<file path="config.mk">
export PLATFORM = sky130hd
export DESIGN_NAME = decade_tally
export DESIGN_NICKNAME = d
export VERILOG_FILES = /design/src/rtl/decade_tally_pkg.sv /design/src/rtl/edge_sampler.sv /design/src/rtl/bcd_chain.sv /design/src/rtl/capture_stage.sv /design/src/rtl/decade_tally.sv
export SDC_FILE = /design/constraint.sdc
export NUM_CORES = 1
export LEC_CHECK = 0
export BUFFER_PORTS_ARGS = -buffer_cell sky130_fd_sc_hd__buf_2
export CAP_MARGIN = 15
export CORE_MARGIN = 2
export CORE_UTILIZATION = 30
export CTS_CLUSTER_DIAMETER = 150
export DETAILED_ROUTE_END_ITERATION = 6
export RECOVER_POWER = 25
export SETUP_SLACK_MARGIN = 0.5
export SLEW_MARGIN = 20
export SYNTH_ARGS = -nofsm -noshare
export SYNTH_HDL_FRONTEND = slang
export SYNTH_SLANG_ARGS = --single-unit
</file>
<file path="constraint.sdc">
create_clock -name clk -period 4.48 [get_ports clk]
set_input_delay 0.896 -clock clk [delete_from_list [all_inputs] [get_ports clk]]
set_output_delay 0.896 -clock clk [all_outputs]
set_load 0.05 [all_outputs]
</file>
<file path="src/rtl/decade_tally_pkg.sv">
package decade_tally_pkg;
  localparam int DIGIT_W = 4;
  localparam int EXT_DIGITS = 2;

  typedef logic [DIGIT_W-1:0] bcd_t;

  // next value of one decade, wrapping after nine
  function automatic bcd_t bcd_step(input bcd_t d);
    return (d == 4'd9) ? 4'd0 : d + 4'd1;
  endfunction

  // a decade at nine passes a carry when stepped
  function automatic logic bcd_at_top(input bcd_t d);
    return d == 4'd9;
  endfunction
endpackage

</file>
<file path="src/rtl/edge_sampler.sv">
module edge_sampler #(
  parameter logic RST_LVL = 1'b0
) (
  input  logic clk,
  input  logic rst_n,
  input  logic din,
  output logic level,
  output logic fall
);
  logic meta_q, sync_q, prev_q;

  always_ff @(posedge clk or negedge rst_n) begin
    if (!rst_n) begin
      meta_q <= RST_LVL;
      sync_q <= RST_LVL;
      prev_q <= RST_LVL;
    end else begin
      meta_q <= din;
      sync_q <= meta_q;
      prev_q <= sync_q;
    end
  end

  assign level = sync_q;
  assign fall  = prev_q & ~sync_q;
endmodule

</file>
<file path="src/rtl/bcd_chain.sv">
module bcd_chain
  import decade_tally_pkg::*;
#(
  parameter int NDEC = 6
) (
  input  logic                    clk,
  input  logic                    rst_n,
  input  logic                    step,
  output logic [NDEC*DIGIT_W-1:0] digits
);
  logic [NDEC:0] carry;
  assign carry[0] = step;

  for (genvar k = 0; k < NDEC; k++) begin : g_dec
    bcd_t dig_q;
    always_ff @(posedge clk or negedge rst_n) begin
      if (!rst_n)        dig_q <= '0;
      else if (carry[k]) dig_q <= bcd_step(dig_q);
    end
    assign carry[k+1] = carry[k] & bcd_at_top(dig_q);
    assign digits[k*DIGIT_W +: DIGIT_W] = dig_q;
  end
endmodule

</file>
<file path="src/rtl/capture_stage.sv">
module capture_stage #(
  parameter int W = 32
) (
  input  logic         clk,
  input  logic         rst_n,
  input  logic         load_act,
  input  logic [W-1:0] data_in,
  input  logic         flag_in,
  output logic [W-1:0] held,
  output logic         flag_out
);
  always_ff @(posedge clk or negedge rst_n) begin
    if (!rst_n) begin
      held     <= '0;
      flag_out <= 1'b0;
    end else if (load_act) begin
      held     <= data_in;
      flag_out <= flag_in;
    end
  end
endmodule

</file>
<file path="src/rtl/decade_tally.sv">
module decade_tally
  import decade_tally_pkg::*;
#(
  parameter int NDEC = 6
) (
  input  logic                             clk,
  input  logic                             rst_n,
  input  logic                             cnt_a,
  input  logic                             cnt_b,
  input  logic                             ovf_in,
  input  logic                             load_n,
  input  logic [DIGIT_W-1:0]               ext_lo,
  input  logic [DIGIT_W-1:0]               ext_hi,
  output logic [(NDEC+EXT_DIGITS)*DIGIT_W-1:0] held,
  output logic                             ovf_out
);
  localparam int CNT_W  = NDEC * DIGIT_W;
  localparam int HOLD_W = (NDEC + EXT_DIGITS) * DIGIT_W;

  // named internal events used by the checker
  logic             cnt_or;
  logic             cnt_lvl, count_fall;
  logic             ovf_lvl, ovf_fall;
  logic             load_lvl, load_fall_unused, load_act;
  logic [CNT_W-1:0] count_q;
  logic             ovf_ff;

  assign cnt_or = cnt_a | cnt_b;

  edge_sampler #(.RST_LVL(1'b0)) u_cnt_s (
    .clk(clk), .rst_n(rst_n), .din(cnt_or), .level(cnt_lvl), .fall(count_fall));
  edge_sampler #(.RST_LVL(1'b0)) u_ovf_s (
    .clk(clk), .rst_n(rst_n), .din(ovf_in), .level(ovf_lvl), .fall(ovf_fall));
  edge_sampler #(.RST_LVL(1'b1)) u_load_s (
    .clk(clk), .rst_n(rst_n), .din(load_n), .level(load_lvl), .fall(load_fall_unused));

  assign load_act = ~load_lvl;

  bcd_chain #(.NDEC(NDEC)) u_chain (
    .clk(clk), .rst_n(rst_n), .step(count_fall), .digits(count_q));

  always_ff @(posedge clk or negedge rst_n) begin
    if (!rst_n)        ovf_ff <= 1'b0;
    else if (ovf_fall) ovf_ff <= 1'b1;
  end

  capture_stage #(.W(HOLD_W)) u_cap (
    .clk(clk), .rst_n(rst_n), .load_act(load_act),
    .data_in({count_q, ext_hi, ext_lo}), .flag_in(ovf_ff),
    .held(held), .flag_out(ovf_out));
endmodule

</file>
# Yosys cells after proc, flatten, opt, wreduce, memory -nomap -nowiden
# Cells that the tools add are included.
# word_totals
ff_bits,66
latch_bits,0
ramBits,0
romBits,0
out_inout_bits,33
mem_count,0
# classes
addsub,6
multipliers,0
n_div,0
n_lt_le_gt_ge,0
eq_ne,6
shift,0
muxes,6
bitwise,10
reduce_logical,0
# op_table
op,n
$add 4x1->4 const B,6
$eq 4x4->1 const B,6
$mux 4,6
$and 1x1->1,7
$not 1->1,2
$or 1x1->1,1

# Longest topological paths before layout
# logic_depth
depth_word,7
mapped_depth,5

# Cells and area by module
# A second synthesis with hierarchy kept.
# hier_totals
hier_cells,201
area_unflattened_um2,2915.3
# modules_own_cells
mod,instances,cells_each,area_each_um2
capture_stage,1,70,1381.3
bcd_chain,1,115,1222.4
edge_sampler at u_cnt_s ...,2,4,88.8
edge_sampler at u_load_s,1,4,92.6
decade_tally,1,4,41.3

# Least setup slack after synthesis
# Ideal clock, no wire load.
# synth_path
path_type,reg2reg
startpoint,reg u_chain.g_dec[3].dig_q[1]
endpoint,reg u_chain.g_dec[5].dig_q[1]
arrival_time_ns,1.537
slack_ns,2.818
path_stages_with_launch,6
path_buffers,1
synth_period_minus_slack_ns,1.662
path_cell_list,dfrtp_1 -> buf_6 -> and4bb_4 -> nand3_4 -> or3_4 -> mux2_4
# synth_via
elab_chain_cells,3
# synth_rtl
element,line,rtl
from (decl),bcd_chain.sv:15,bcd_t dig_q;
from (signal assigned),bcd_chain.sv:18,else if (carry[k]) dig_q <= bcd_step(dig_q);
$eq 4x4->1,decade_tally_pkg.sv:14,return d == 4'd9;
$and 1x1->1 (2 in a row),bcd_chain.sv:20,assign carry[k+1] = carry[k] & bcd_at_top(dig_q);
to (signal assigned),bcd_chain.sv:18,
to (decl),bcd_chain.sv:15,
# No other way between the ends.
# A chain may end at the register's enable or synchronous reset.

==> summary.txt <==
Status
  • Status: complete, but fails checks
  • Failing checks: max-capacitance violations, max-slew violations

Timing
  • Final hold violation count: 0
  • RSZ-0062 raised after global routing: no
  • Hold WS: 0.3488 ns
  • Slew @ Worst Pin: 2.128 ns
  • Clk_skew: 0.009032 ns
  • Setup tns final: 0 ns
  • Slew headroom: -41.85%
  • Final-report setup violation count: 0
  • Peak Freq: 0.3976 GHz
  • Max-slew violation count: 42
  • Final period utilization: 56.14%
  • Min cycle time layout: ~2.5 ns

Floorplanning
  • # IOs: 47
  • Rows: 34
  • Core Area: around 0.0088 mm^2
  • Die Width: 99.90 um
  • Die area: 0.009979 mm^2
  • DIE HEIGHT: 99.90 um
  • Initial Utilization: 31.33%

Critical path
  • CP Launch Type: primary input
  • Crit path required time: between 4 and 5 ns
  • CP max-delay cell: clkbuf_1
  • Crit-path max FO: between 40 and 50
  • Crit end category: asynchronous set/reset pin
  • Crit Path Class: in2async
  • CP arrival: 2.96 ns
  • CP cell instances: clkbuf_1, buf_4
  • Critical path's largest stage delay: 1.48 ns
  • CP bufs+invs: 2
  • Family with the most delay on the worst path: buffers and inverters

Synthesis
  • Warnings, synthesis: 0
  • EDFF count, synth: 0
  • Synth Cell Area: 0.002759 mm^2
  • Yosys reg bits: 66
  • Post-synth top area share: 58.05%
  • Compound-Gate Fraction of Synth Area: 4.989%
  • Area contributors post-synth: dfrtp_1 58%, mux2_2 12%, xnor2_1 2.5%
  • Post-Syn Instances: around 210
  • Sequential area share after synthesis: 59.95%
  • Most frequent cell after synthesis: dfrtp_1
  • Area leader, netlist: dfrtp_1
  • Xor and xnor area share after synthesis: 3.810%
  • Syn Area/Cell: roughly 13 um^2
  • Distinct cells, synth: 45
  • Mux share of post-synthesis cell area: 12.38%
  • Mapped Nets: about 230
  • Post-Synth Adder-Cell Area: 0%
  • Main combinational cell family by area after synthesis: simple AND/OR/NAND/NOR gates
  • Simple-Gate Fraction of Synth Area: 16.87%
  • Top cells by count, synth: 64 x dfrtp_1, 29 x mux2_2, 16 x nand2_1
  • Async SR Flop Fraction: 100.0%
  • Synth Flop Type: dfrtp_1

Power
  • Clock Power Share: 29.7%
  • P_sw: about 450 uW
  • Cell leakage power: about 0.0015 uW
  • Combinational share of power: 19.3%
  • Internal power: between 900 and 1000 uW
  • Reg power frac: 51.0%
  • Pwr/cell area: 433.8 mW/mm^2
  • VDD IR max: 187.1 uV
  • Net Sw Frac: 32.00%

Cells and area
  • Diode count: 0
  • Fin cells: 378
  • Area delta synth->final: 18.32%
  • Layout net count: 279
  • Share of layout cells above drive strength 1: approximately 38%
  • Finished Core Util: 37.07%
  • Fillers: 861

Clock network
  • CTS sink cnt: 66
  • CTS buffer count: 9
  • H-tree levels: 3
  • CTS root buf: clkbuf_8
  • Clock Latency Late Sink: between 0.3 and 0.4 ns
  • CTS clk-pin slew, worst paths: 0.07 ns
  • TritonCTS clock tree: built
  • Hold_buf cts: 0
  • Cts repair resizes: 0
  • Setup bufs post-CTS: 0
  • CTS Buffer Depth: 2

Place
  • DPL Wire Length: 3364 um
  • RD Place Congestion: ~0.71
  • # placed instances: 362
  • I/O Buffers: 46

Detailed routing
  • Vias: ~1700
  • Initial drt markers: 58
  • Drt pass-1 iters: 4
  • Final wirelength: 4921 um
  • Routed len/inst: 13.02 um
  • Vias per cell: 4.606
  • ANT nets after route: 0
  • Remaining DRCs: 0

GRT
  • Remaining Overflow, GRT: 0
  • First-pass GRT wire length: 8452 um
  • Largest net degree at the start of global routing: between 40 and 50
  • Vias in the first global route: 1724
  • Gr usage total: about 11%
  • Initial antenna violation count: 0

Hold path
  • HP Class: reg2reg

Flow run
  • Max Cap Viol: 1
[final cells by class]
cell class / count / area, um^2 / share of cell area, %
Clock inverter: 3 / 17.52 / 0.5366
Clock buffer: 13 / 148.9 / 4.561
Multi-Input combinational cell: 135 / 1050 / 32.16
Timing Repair Buffer: 47 / 236.5 / 7.244
Inverter: 6 / 22.52 / 0.6899
Sequential cell: 66 / 1654 / 50.67
Tap cell: 108 / 135.1 / 4.140
[routing by layer]
| metal | vias to the layer above | part of all wire [%] | global-route usage (%) |
|---|---|---|---|
| met4 | 0 | 1.1 | 4.110 |
| met3 | 6 | 6.1 | 5.223 |
| met1 | 841 | 48 | 14.15 |
| met5 | - | 0 | 0 |
| li1 | 854 | - | - |
| met2 | 40 | 45 | 16.27 |
[cells in the final DEF (no fill, tap or decap), types with 2 or more instances in the layout]
master    instances
a21o_1            2
xnor2_1           8
clkbuf_8         10
mux2_2           29
dfrtp_1          64
or4_1             3
o21ai_0          13
nor3b_2           2
clkbuf_1          4
clkinv_2          2
nor2b_1           9
nand3b_1          6
nor2_1            5
nand4_1           3
nand2b_1          3
inv_1             6
buf_2            45
nor3_1            4
nand3_1           4
xor2_1            4
o41ai_1           2
nand2_1          16
dfstp_2           2
[stage by stage]
step	power, uW	setup slack [ns]	cell area, um^2
after CTS	1445	2.564	3266
after floorplan	930.0	2.818	2759
after global routing	1500	1.535	3264
after detailed placement	1009	2.427	3099
final	1416	1.965	3264
after global placement	1006	2.453	3099
[power groups by stage]
stage	Combinational, uW	Clock (uW)	Sequential [uW]
floorplan	96.8	0	833
global placement	276	0	730
detailed placement	276	0	734
CTS	278	444	723
global route	292	473	736
finish	273	421	722
[kinds of logic after synthesis]
family,Yosys count
XOR/XNOR,12
AND/OR/NAND/NOR,71
AO/OA/AOI/OAI,22
buffers and inverters,12
multiplexers,30
flip-flops,66
[state kept, by name (all words and copies together), names as in the netlist]
name                 cells
ovf_ff                   1
u_cap.flag_out           1
u_cap.held              32
u_chain.g_dec.dig_q     24
u_cnt_s.level            1
u_cnt_s.meta_q           1
u_cnt_s.prev_q           1
u_load_s.level           1
u_load_s.meta_q          1
u_ovf_s.level            1
u_ovf_s.meta_q           1
u_ovf_s.prev_q           1
[final timing paths]
path,slack [ns],start,endpoint,cells after the start
max,1.96,rst_n,u_load_s.level,2
min,0.35,u_cnt_s.meta_q,u_cnt_s.level,0
max reg2reg,2.60,u_chain.g_dec[0].dig_q[1],u_chain.g_dec[5].dig_q[1],4
min reg2reg,0.35,u_cnt_s.meta_q,u_cnt_s.level,0
max in group clk,2.60,u_chain.g_dec[0].dig_q[1],u_chain.g_dec[5].dig_q[1],4
min in group asynchronous,1.17,rst_n,u_cap.held[4],1
Note: power is estimated with default switching activity, not from simulation.
